===== config.mk =====
export PLATFORM = sky130hd
export DESIGN_NAME = clkxbar_chan
export DESIGN_NICKNAME = d
export VERILOG_FILES = /design/src/rtl/clkxbar_pkg.sv /design/src/rtl/clkxbar_regs.sv /design/src/rtl/clkxbar_srcsel.sv /design/src/rtl/clkxbar_div.sv /design/src/rtl/clkxbar_chan.sv
export SDC_FILE = /design/constraint.sdc
export NUM_CORES = 1
export LEC_CHECK = 0
export ABC_AREA = 0
export CORE_ASPECT_RATIO = 0.8
export CORE_MARGIN = 4
export CORE_UTILIZATION = 40
export DETAILED_ROUTE_END_ITERATION = 16
export DONT_BUFFER_PORTS = 1
export PLACE_DENSITY = 0.61
export SLEW_MARGIN = 15
export SYNTH_ARGS = -nofsm -noshare
export SYNTH_HDL_FRONTEND = slang
export SYNTH_SLANG_ARGS = --single-unit

===== constraint.sdc =====
create_clock -name clk -period 2.3 [get_ports clk]
set_input_delay 0.345 -clock clk [delete_from_list [all_inputs] [get_ports clk]]
set_output_delay 0.345 -clock clk [all_outputs]
set_load 0.02 [all_outputs]

===== src/rtl/clkxbar_pkg.sv =====
package clkxbar_pkg;
  localparam int DATA_W    = 32;
  localparam int LANES     = 4;
  localparam int LANE_W    = DATA_W / LANES;
  localparam int SEL_W     = 6;
  localparam int GATE_BIT  = 6;
  localparam int LANE_USED = GATE_BIT + 1;
  localparam int PDIV_W    = 10;
  localparam int FDIV_W    = 6;
endpackage


===== src/rtl/clkxbar_regs.sv =====
module clkxbar_regs
  import clkxbar_pkg::*;
#(
  parameter int ADDR_W    = 12,
  parameter int CHAN_IDX  = 1,
  parameter int XBAR_BASE = 'h020,
  parameter int PDIV_BASE = 'h060,
  parameter int FDIV_BASE = 'h100
) (
  input  logic              clk,
  input  logic              rst_n,
  input  logic              wr_en,
  input  logic [ADDR_W-1:0] addr,
  input  logic [DATA_W-1:0] wdata,
  output logic [DATA_W-1:0] rdata,
  output logic [SEL_W-1:0]  src_sel,
  output logic              pre_en,
  output logic [PDIV_W-1:0] pre_ratio,
  output logic              fin_en,
  output logic [FDIV_W-1:0] fin_ratio
);
  localparam int MY_LANE = CHAN_IDX % LANES;
  localparam logic [ADDR_W-1:0] XBAR_ADDR = ADDR_W'(XBAR_BASE + (CHAN_IDX / LANES) * 4);
  localparam logic [ADDR_W-1:0] PDIV_ADDR = ADDR_W'(PDIV_BASE + CHAN_IDX * 4);
  localparam logic [ADDR_W-1:0] FDIV_ADDR = ADDR_W'(FDIV_BASE + CHAN_IDX * 4);

  logic [LANE_USED-1:0] lane_q [LANES];
  logic [LANE_USED-1:0] lane_d [LANES];
  logic [PDIV_W-1:0]    pdiv_q, pdiv_d;
  logic [FDIV_W-1:0]    fdiv_q, fdiv_d;
  logic                 fgate_q, fgate_d;
  logic                 hit_xbar, hit_pdiv, hit_fdiv;
  logic [DATA_W-1:0]    xbar_word;
  logic                 unused_wbits;

  assign hit_xbar = wr_en && (addr == XBAR_ADDR);
  assign hit_pdiv = wr_en && (addr == PDIV_ADDR);
  assign hit_fdiv = wr_en && (addr == FDIV_ADDR);

  // next state
  always_comb begin
    for (int i = 0; i < LANES; i++) begin
      lane_d[i] = hit_xbar ? wdata[i*LANE_W +: LANE_USED] : lane_q[i];
    end
    pdiv_d  = hit_pdiv ? wdata[PDIV_W-1:0] : pdiv_q;
    fdiv_d  = hit_fdiv ? wdata[FDIV_W-1:0] : fdiv_q;
    fgate_d = hit_fdiv ? wdata[GATE_BIT]   : fgate_q;
  end

  // state
  always_ff @(posedge clk or negedge rst_n) begin
    if (!rst_n) begin
      for (int i = 0; i < LANES; i++) lane_q[i] <= '0;
      pdiv_q  <= '0;
      fdiv_q  <= '0;
      fgate_q <= 1'b0;
    end else begin
      for (int i = 0; i < LANES; i++) lane_q[i] <= lane_d[i];
      pdiv_q  <= pdiv_d;
      fdiv_q  <= fdiv_d;
      fgate_q <= fgate_d;
    end
  end

  // shared word assembly for readback
  for (genvar g = 0; g < LANES; g++) begin : g_lane_rd
    assign xbar_word[g*LANE_W +: LANE_W] = LANE_W'(lane_q[g]);
  end

  always_comb begin
    rdata = '0;
    if (addr == XBAR_ADDR) begin
      rdata = xbar_word;
    end else if (addr == PDIV_ADDR) begin
      rdata[PDIV_W-1:0] = pdiv_q;
    end else if (addr == FDIV_ADDR) begin
      rdata[FDIV_W-1:0] = fdiv_q;
      rdata[GATE_BIT]   = fgate_q;
    end
  end

  assign src_sel   = lane_q[MY_LANE][SEL_W-1:0];
  assign pre_en    = lane_q[MY_LANE][GATE_BIT];
  assign pre_ratio = pdiv_q;
  assign fin_en    = fgate_q;
  assign fin_ratio = fdiv_q;

  assign unused_wbits = ^{wdata[31], wdata[23], wdata[15], wdata[7]};
endmodule


===== src/rtl/clkxbar_srcsel.sv =====
module clkxbar_srcsel
  import clkxbar_pkg::*;
#(
  parameter int NSRC = 8
) (
  input  logic             clk,
  input  logic             rst_n,
  input  logic [NSRC-1:0]  src,
  input  logic [SEL_W-1:0] sel,
  output logic             tick
);
  logic pick;
  logic smp_q, dly_q;

  // out-of-range selects fall through to constant low
  always_comb begin
    pick = 1'b0;
    for (int k = 0; k < NSRC; k++) begin
      if (sel == SEL_W'(k)) pick = src[k];
    end
  end

  always_ff @(posedge clk or negedge rst_n) begin
    if (!rst_n) begin
      smp_q <= 1'b0;
      dly_q <= 1'b0;
    end else begin
      smp_q <= pick;
      dly_q <= smp_q;
    end
  end

  assign tick = smp_q & ~dly_q;
endmodule


===== src/rtl/clkxbar_div.sv =====
module clkxbar_div #(
  parameter int W = 6
) (
  input  logic         clk,
  input  logic         rst_n,
  input  logic         en,
  input  logic         tick_in,
  input  logic [W-1:0] ratio,
  output logic         tick_out
);
  logic [W-1:0] cnt_q, cnt_d;
  logic [W-1:0] act_q, act_d;
  logic         out_d;
  logic         at_term;

  assign at_term = (cnt_q == act_q);

  always_comb begin
    cnt_d = cnt_q;
    act_d = act_q;
    out_d = 1'b0;
    if (!en) begin
      cnt_d = '0;
      act_d = ratio;
    end else if (tick_in) begin
      if (at_term) begin
        cnt_d = '0;
        act_d = ratio;
        out_d = 1'b1;
      end else begin
        cnt_d = cnt_q + 1'b1;
      end
    end
  end

  always_ff @(posedge clk or negedge rst_n) begin
    if (!rst_n) begin
      cnt_q    <= '0;
      act_q    <= '0;
      tick_out <= 1'b0;
    end else begin
      cnt_q    <= cnt_d;
      act_q    <= act_d;
      tick_out <= out_d;
    end
  end
endmodule


===== src/rtl/clkxbar_chan.sv =====
module clkxbar_chan
  import clkxbar_pkg::*;
#(
  parameter int NSRC      = 8,
  parameter int ADDR_W    = 12,
  parameter int CHAN_IDX  = 1,
  parameter int XBAR_BASE = 'h020,
  parameter int PDIV_BASE = 'h060,
  parameter int FDIV_BASE = 'h100
) (
  input  logic              clk,
  input  logic              rst_n,
  input  logic [NSRC-1:0]   src_clk,
  input  logic [ADDR_W-1:0] reg_addr,
  input  logic [31:0]       reg_wdata,
  input  logic              reg_we,
  output logic [31:0]       reg_rdata,
  output logic              clk_out,
  output logic              chan_active
);
  logic              rst_meta_q, rst_sync_n;
  logic [SEL_W-1:0]  src_sel;
  logic              pre_en, fin_en;
  logic [PDIV_W-1:0] pre_ratio;
  logic [FDIV_W-1:0] fin_ratio;
  logic              src_tick, pre_tick;

  // asynchronous assert, synchronous release
  always_ff @(posedge clk or negedge rst_n) begin
    if (!rst_n) begin
      rst_meta_q <= 1'b0;
      rst_sync_n <= 1'b0;
    end else begin
      rst_meta_q <= 1'b1;
      rst_sync_n <= rst_meta_q;
    end
  end

  clkxbar_regs #(
    .ADDR_W(ADDR_W), .CHAN_IDX(CHAN_IDX),
    .XBAR_BASE(XBAR_BASE), .PDIV_BASE(PDIV_BASE), .FDIV_BASE(FDIV_BASE)
  ) u_regs (
    .clk(clk), .rst_n(rst_sync_n), .wr_en(reg_we), .addr(reg_addr),
    .wdata(reg_wdata), .rdata(reg_rdata), .src_sel(src_sel),
    .pre_en(pre_en), .pre_ratio(pre_ratio), .fin_en(fin_en), .fin_ratio(fin_ratio)
  );

  clkxbar_srcsel #(.NSRC(NSRC)) u_sel (
    .clk(clk), .rst_n(rst_sync_n), .src(src_clk), .sel(src_sel), .tick(src_tick)
  );

  clkxbar_div #(.W(PDIV_W)) u_pdiv (
    .clk(clk), .rst_n(rst_sync_n), .en(pre_en), .tick_in(src_tick),
    .ratio(pre_ratio), .tick_out(pre_tick)
  );

  clkxbar_div #(.W(FDIV_W)) u_fdiv (
    .clk(clk), .rst_n(rst_sync_n), .en(fin_en), .tick_in(pre_tick),
    .ratio(fin_ratio), .tick_out(clk_out)
  );

  assign chan_active = fin_en;
endmodule


==> results of run 1 <==
==> cells in the final DEF, fill, tap and decap left out, types with 3 or more instances in the layout <==
cell type  count
and3_1         3
nor2_1         5
buf_4          8
and2_1        24
o21ai_0        4
conb_1         4
nor2b_1        6
nand3_1       11
nor3_1         4
xnor2_1        6
inv_1         10
xor2_1        10
clkbuf_16      9
mux2_2        60
nor4_1         5
a21oi_1        8
or4b_2         3
dfrtp_1       82
nand2_1       21
a31oi_1        4
a222oi_1       7
o21a_1         4
nand2b_1       3
==> power by group through the flow <==
stage                     Combinational, mW  Sequential [mW]  Clock [mW]
after floorplan                      0.0343             1.52           0
after detailed placement             0.0643             1.51           0
after global placement               0.0636             1.51           0
final                                0.0637             1.48        1.28
after global routing                 0.0731             1.48        1.40
after CTS                            0.0663             1.48        1.32
==> repair_timing <==
| item | CTS | global route |
|---|---|---|
| buffers inserted | 0 | 0 |
| endpoints found under the hold margin | 2 | 0 |
| hold buffers | 1 | 0 |
==> routing by layer <==
metal / wire, um / up-vias / track usage [%]
li1: - / 1169 / -
met1: 3630 / 1244 / 20.0
met2: 3930 / 63 / 23.9
met3: 535 / 7 / 6.25
met4: 122 / 0 / 4.99
met5: 0 / - / 0
==> cell type report <==
cell class	count	area, um^2
clock buffers	11	233
clock inverters	4	28.8
fillers	926	5210
inverters	10	37.5
multi-input cells	220	1780
flip-flops and latches	83	2080
well taps	136	170
repair buffers	11	110
==> state kept, by name, summed over array words and instances, names as in the netlist, 6 cells and up <==
signal / count
u_pdiv.cnt_q: 10
u_regs.lane_q: 21
u_fdiv.cnt_q: 6
u_pdiv.act_q: 10
u_regs.pre_ratio: 10
u_regs.fin_ratio: 6
u_fdiv.act_q: 6
u_regs.src_sel: 6
==> worst max-delay path, cell delays in order (launching register included) <==
cell and delay, ns:
dfrtp_1 0.44, xor2_1 0.18, nor4_1 0.33, nand4_2 0.18, o21ai_4 0.35, mux2_2 0.38
==> kinds of logic after synthesis <==
kind of cell | count (synthesis)
flops | 83
fa+ha+maj | 2
other cells | 2
mux | 66
buf+inv | 26
simple gates | 98
xor+xnor | 16
compound gates | 34
==> worst max-delay path by stage <==
stage	startpoint	endpoint	slack [ns]	cells after the start
final	u_pdiv.cnt_q[4]$_DFFE_PN0P_	u_pdiv.act_q[3]$_DFFE_PN0P_	0.31	5
after global routing	reg_addr[9]	reg_rdata[6]	0.16	6
after CTS	u_pdiv.cnt_q[4]$_DFFE_PN0P_	u_pdiv.act_q[9]$_DFFE_PN0P_	0.28	5
after detailed placement	reg_addr[9]	u_regs.pre_en$_DFFE_PN0P_	0.21	7
after global placement	reg_addr[9]	u_regs.lane_q[1]$_DFFE_PN0P_	0.25	7
after floorplan	reg_addr[9]	reg_rdata[8]	0.24	6
==> through the flow <==
stage	setup slack, ns	instance area (um^2)	power (mW)
after floorplan	0.241	3960	1.55
after CTS	0.282	4440	2.87
after global routing	0.161	4440	2.95
final	0.311	4440	2.82
after global placement	0.249	4170	1.57
after detailed placement	0.214	4170	1.57
==> results.ini, run 1 <==
[routing]
viasPerCell=5.23
wl_per_cell_um=17.3
route.vias.total=2483
drc_errors=0
drt-pass1-iter-count=5
ant_nets=0
wl_mm=8.22
dr.first_iter.drc_count=137

[synthesis]
ys_types=43
async_flop_share_pct=100
yosys_warnings=0
synth_top_family_by_area=multiplexers
synth_area_um2=3950
synth_compound_area_share_pct=6.24
seq_area_frac_synth_pct=52.6
yosys.area_share.xor_xnor_pct=3.55
synthTopCellsByCount=83 x dfrtp_1, 60 x mux2_2, 24 x and2_1
synth_cells=327
ys_ff_latch=83
synth_fa_ha_area_share_pct=0.633
yosysMostFrequentCell=dfrtp_1
ys.flop_type=dfrtp_1
synth_edf_count=0
synth_area_leaders=dfrtp_1 53%, mux2_2 17%, and2_1 3.8%, xor2_1 2.2%, nand2_1 2.0%
synth_top_area_share_pct=52.6
synth-simple-area-share_pct=14.6
muxShareOfSynthArea_pct=19.3
synth_area_per_cell_um2=12.1
synth.largest_area_cell=dfrtp_1

[power]
p_sw_share_pct=21.6
max-vdd-ir-drop_mv=0.395
power_leakage_nw=2.13
switchingPower_mw=0.609
p_int_mw=2.22
p_seq_share_pct=52.4
clkPwrFrac_pct=45.3
p_per_area_nw_per_um2=636
power_frac_comb_pct=2.3

[timing]
tightest_slew_ns=0.537
layout_worst_path_cycle_share_pct=86.5
fin_crit_ns=1.99
clock.fmax_ghz=0.503
rsz0062_at_grt=false
slew_violations=0
max_slew_margin_pct=64.2
setup_viol=0
skew_ns=0.00485
whs_ns=0.159
fin_tns_setup_ns=0
hold_viol_final=0

[place]
place.port_buffers=0
gp_congestion=0.760
dp_hpwl_mm=5.90
placed_cells=459

[grt]
grt.total_usage_pct=15.5
antenna_found_initial=0
grt_pass1_vias=2689
grt_max_degree=65
grt_overflow=0
grt_pass1_wl_mm=14.1

[cells_and_area]
area_delta_synth_final_pct=12.3
layout.nets=392
layout.cells.non_filler=475
post-route-util_pct=46.0
layout-drive-gt1-share_pct=28.9
n_antenna_cell=0

[floorplanning]
initial_core_util_pct=40.9
core_area_um2=9650
fp.dieArea_um2=11500
rows=32
die_w_um=119
boundaryPins=89
fp.dieH_um=96.9

[cts]
cts_buffers=9
cts_htree_levels=3
clk_latency_ns=0.33
cts_resized=0
clockRootBuffer=clkbuf_16
clk_path_buf_depth=2
cts_tree=yes
cts.sinks=83
cts.clk_slew.worst_paths_ns=0.06

[setup_path]
arrival_ns=2.20
required_ns=2.51
criticalPathCategory=register to register
reg2reg_to=u_pdiv.act_q[3]$_DFFE_PN0P_
r2r_cells=5
cp-start-kind=register
cp-end-kind=register
cp_max_fo=10
reg2reg_slack_ns=0.31
r2r-start=u_pdiv.cnt_q[4]$_DFFE_PN0P_

[min_path]
holdPathEnd=u_regs.fin_ratio[5]$_DFFE_PN0P_
hold_depth=1
hp-start=reg_wdata[5]
min_path_type=input pin to register

[run_status]
status=completed

[job]
drv_cap=0

(Power assumes the default switching activity.)
==> run 2: changes to the inputs <==
--- a/config.mk
+++ b/config.mk
@@ -11,7 +11,7 @@
 export CORE_UTILIZATION = 40
 export DETAILED_ROUTE_END_ITERATION = 16
 export DONT_BUFFER_PORTS = 1
-export PLACE_DENSITY = 0.61
+export PLACE_DENSITY = 0.63
 export SLEW_MARGIN = 15
 export SYNTH_ARGS = -nofsm -noshare
 export SYNTH_HDL_FRONTEND = slang
==> results.ini, run 2 (synthesis results as in run 1) <==
[setup_path]
required_ns=1.96
path_buf_inv=2
cp-start-kind=input pin
startpoint=reg_addr[7]
critical_path.max_stage_delay_ns=0.29
reg2reg_to=u_pdiv.act_q[4]$_DFFE_PN0P_
cp_max_fo=29
r2r_cells=5
arrival_ns=1.65
cp-end-kind=output pin
reg2reg_slack_ns=0.31
crit_slowest_cell=nor4_4
r2r-start=u_pdiv.cnt_q[4]$_DFFE_PN0P_
worstSetupEndpoint=reg_rdata[6]
criticalPathCategory=input pin to output pin
critPathTopFamily=simple AND/OR/NAND/NOR gates
worstSetupPathDepth=6
path_cells=nor4_1 > nand2_1 > nor4_4 > buf_12 > a222oi_1 > inv_1

[routing]
drt-pass1-iter-count=6
wl_per_cell_um=16.6
route.vias.total=2478
wl_mm=7.89
ant_nets=0
drc_errors=0
viasPerCell=5.23
dr.first_iter.drc_count=161

[min_path]
min_path_type=input pin to register
hold_depth=1

[timing]
slew_violations=0
tightest_slew_ns=0.583
skew_ns=0.00598
hold_viol_final=0
fin_crit_ns=2.00
rsz0062_at_grt=false
layout_worst_path_cycle_share_pct=86.8
clock.fmax_ghz=0.501
setup_viol=0
fin_tns_setup_ns=0
max_slew_margin_pct=61.1

[power]
p_per_area_nw_per_um2=667
max-vdd-ir-drop_mv=0.389
power_leakage_nw=2.14
total_power_mw=2.98

[place]
place.port_buffers=0
dp_hpwl_mm=5.49
gp_congestion=0.770

[run_status]
status=completed

[floorplanning]
fp.dieH_um=96.9
boundaryPins=89
initial_core_util_pct=40.9
die_w_um=119
rows=32
fp.dieArea_um2=11500
core_area_um2=9650

[cts]
clk_path_buf_depth=2
clk_latency_ns=0.33
cts_buffers=9
cts.clk_slew.worst_paths_ns=0.07
cts_tree=yes
cts_htree_levels=3
cts.sinks=83
cts_resized=0
clockRootBuffer=clkbuf_16

[grt]
antenna_found_initial=0
grt_pass1_wl_mm=13.0
grt_pass1_vias=2571
grt_max_degree=46
grt_overflow=0
grt.total_usage_pct=14.0

[cells_and_area]
final_cell_mix=82 x dfrtp_1, 60 x mux2_2, 24 x and2_1, 21 x nand2_1, 11 x nand3_1
area_delta_synth_final_pct=13.3
final_common_cell=dfrtp_1
layout-drive-gt1-share_pct=29.3
regMostFlops=u_regs.lane_q
largest_reg_flops=21
layout.nets=390
n_antenna_cell=0

[job]
drv_cap=0

-- run 2: changes by cell type in the layout (fill, tap and decap cells not counted), sizes merged --
| cell | before | now |
|---|---|---|
| bufinv | 0 | 1 |
| inv | 10 | 11 |
| buf | 10 | 8 |
| clkbuf | 11 | 9 |
| clkinvlp | 2 | 3 |
-- run 2: stage by stage --
step	std cells	instance area [um^2]	hold WS, ns	setup WS (ns)	utilization [%]
floorplan	329	3960	0.0494	0.241	-
global route	474	4480	0.145	0.133	46.4
finish	474	4480	0.157	0.303	46.4
CTS	474	4480	0.143	0.294	46.4
detailed placement	457	4160	0.0495	0.222	43.1
global placement	457	4160	0.0495	0.267	43.1
-- run 2: worst min-delay path by stage --
| stage | start | end | slack [ns] |
|---|---|---|---|
| finish | reg_wdata[3] | u_regs.fin_ratio[3]$_DFFE_PN0P_ | 0.16 |
| global route | reg_wdata[9] | u_regs.src_sel[1]$_DFFE_PN0P_ | 0.14 |
| global placement | rst_n | rst_meta_q$_DFF_PN0_ | 0.05 |
| detailed placement | rst_n | rst_meta_q$_DFF_PN0_ | 0.05 |
| floorplan | rst_n | rst_meta_q$_DFF_PN0_ | 0.05 |
| CTS | reg_wdata[3] | u_regs.fin_ratio[3]$_DFFE_PN0P_ | 0.14 |
-- run 2: routing by layer --
metal / routed length (um) / track usage (%) / share of wire [%]
met3: 446 / 4.38 / 5.7
met5: 0 / 0 / 0
met1: 3580 / 18.4 / 45
met2: 3810 / 22.4 / 48
met4: 55 / 3.74 / 0.70
-- run 2: timing repair --
action                                 in CTS  in global routing
endpoints found under the hold margin       2                  0
setup buffers                               0                  0
hold buffers                                1                  0
-- run 2: power by group --
part / internal [mW] / total, mW / switching (mW)
logic: 0.0206 / 0.0548 / 0.0342
registers: 1.47 / 1.49 / 0.0198
clock network: 0.848 / 1.44 / 0.594
-- run 2: cell type report --
type / instances / area [um^2]
Clock buffer: 9 / 225
Inverter: 10 / 37.5
Clock inverter: 7 / 77.6
Fill cell: 899 / 5170
Multi-Input combinational cell: 220 / 1780
Timing Repair Buffer: 9 / 108
Sequential cell: 83 / 2080
Tap cell: 136 / 170
==> run 3: changes to the inputs <==
==> constraint.sdc (replaced) <==
create_clock -name clk -period 2.3 [get_ports clk]
set_input_delay 0.575 -clock clk [delete_from_list [all_inputs] [get_ports clk]]
set_output_delay 0.575 -clock clk [all_outputs]
set_load 0.02 [all_outputs]
==> results.ini, run 3 (synthesis results as in run 1) <==
[run_status]
status=complete, but fails checks
violations=setup timing

[timing]
clock.fmax_ghz=0.434
whs_ns=0.257
setup_viol=13
hold_viol_final=0
slew_violations=0
rsz0062_at_grt=true
layout_setup_ws_ns=-0.00451
skew_ns=0.00533
layout_worst_path_cycle_share_pct=100
fin_crit_ns=2.30

[setup_path]
cp-end-kind=output pin
startpoint=reg_addr[9]
reg2reg_to=u_pdiv.act_q[5]$_DFFE_PN0P_
required_ns=1.73
worstSetupPathDepth=6
arrival_ns=1.73
reg2reg_slack_ns=0.27
r2r-start=u_pdiv.cnt_q[4]$_DFFE_PN0P_
path_cells=nor4_4 > nand2_2 > nor4_4 > buf_12 > buf_12 > and2_4
cp_max_fo=15
crit_slowest_cell=nor4_4
r2r_cells=5
critPathTopFamily=simple AND/OR/NAND/NOR gates
worstSetupEndpoint=reg_rdata[25]
path_buf_inv=2
critical_path.max_stage_delay_ns=0.27
cp-start-kind=input pin
criticalPathCategory=input pin to output pin

[cells_and_area]
post-route-util_pct=48.1
layout.cells.non_filler=480
layout.nets=396
largest_reg_flops=21
regMostFlops=u_regs.lane_q
final_common_cell=dfrtp_1
n_antenna_cell=0
layout-drive-gt1-share_pct=37.5
area_delta_synth_final_pct=17.4
final_cell_mix=82 x dfrtp_1, 60 x mux2_2, 20 x nand2_1, 18 x and2_4, 11 x nand3_1

[grt]
grt_pass1_wl_mm=13.1
grt_max_degree=54
grt_pass1_vias=2567
grt_overflow=0
grt.total_usage_pct=14.1
antenna_found_initial=0

[place]
place.port_buffers=0
placed_cells=461
dp_hpwl_mm=5.63
gp_congestion=0.781

[cts]
clk_latency_ns=0.34
cts.clk_slew.worst_paths_ns=0.06
cts_tree=yes
clockRootBuffer=clkbuf_16
clk_path_buf_depth=2
cts_buffers=9
cts.sinks=83
cts_htree_levels=3

[floorplanning]
die_w_um=119
fp.dieH_um=96.9
rows=32
core_area_um2=9650
initial_core_util_pct=40.9
boundaryPins=89
fp.dieArea_um2=11500

[routing]
drt-pass1-iter-count=5
route.vias.total=2517
drc_errors=0
ant_nets=0
wl_mm=7.77
dr.first_iter.drc_count=111
viasPerCell=5.24
wl_per_cell_um=16.2

[power]
power_leakage_nw=2.22
p_per_area_nw_per_um2=668
max-vdd-ir-drop_mv=0.404

[min_path]
min_path_type=register to async pin

[job]
drv_cap=0

run 3: cell count changes in the layout (fill, tap and decap cells not counted), sizes merged:
cell      delta
buf          +6
bufinv       +1
clkbuf       +1
clkinvlp     -2
run 3: worst min-delay path by stage:
| stage | from | endpoint | cells after the start |
|---|---|---|---|
| 2_1_floorplan | rst_n | rst_meta_q$_DFF_PN0_ | 0 |
| 4_1_cts | rst_sync_n$_DFF_PN0_ | u_regs.lane_q[8]$_DFFE_PN0P_ | 0 |
| 3_3_place_gp | rst_sync_n$_DFF_PN0_ | u_regs.lane_q[8]$_DFFE_PN0P_ | 0 |
| 3_5_place_dp | rst_sync_n$_DFF_PN0_ | u_regs.lane_q[8]$_DFFE_PN0P_ | 0 |
| 5_1_grt | rst_sync_n$_DFF_PN0_ | u_regs.lane_q[9]$_DFFE_PN0P_ | 0 |
| 6_report | rst_sync_n$_DFF_PN0_ | u_regs.lane_q[9]$_DFFE_PN0P_ | 0 |
run 3: metal layers:
| layer | GRT usage [%] | vias up | wire length [um] |
|---|---|---|---|
| li1 | - | 1189 | - |
| met1 | 18.8 | 1270 | 3540 |
| met2 | 22.2 | 49 | 3770 |
| met3 | 4.56 | 9 | 369 |
| met4 | 4.10 | 0 | 95 |
| met5 | 0 | - | 0 |
run 3: layout make-up:
class                      instances  area [um^2]
multi-input combinational        220         1860
tap                              136          170
inverter                          10         37.5
fill                             864         5010
sequential                        83         2080
clock inverter                     6         86.3
timing repair buffer              15          165
clock buffer                      10          239
run 3: repair_timing:
action / in CTS / in global routing
endpoints found under the setup margin: 24 / 27
gates resized for setup: 1 / 2
pin swaps: 0 / 2
hold buffers: 1 / 0
endpoints found under the hold margin: 2 / 0
buffers inserted: 1 / 1
run 3: per-stage QoR:
| stage | total power [mW] | setup TNS, ns | setup WS [ns] | instance area, um^2 |
|---|---|---|---|---|
| 2_1_floorplan | 1.55 | -0.858 | -0.0898 | 4050 |
| 4_1_cts | 3.14 | -0.296 | -0.0217 | 4630 |
| 3_5_place_dp | 1.57 | -0.972 | -0.0570 | 4280 |
| 5_1_grt | 3.21 | -1.71 | -0.0846 | 4640 |
| 6_report | 3.10 | -0.0378 | -0.00451 | 4640 |
| 3_3_place_gp | 1.57 | -0.466 | -0.0314 | 4280 |
run 3: report_power, final:
group	internal (mW)	switching (mW)
Combinational	0.0223	0.0394
Clock	0.980	0.570
Sequential	1.47	0.0145
Total	2.47	0.624
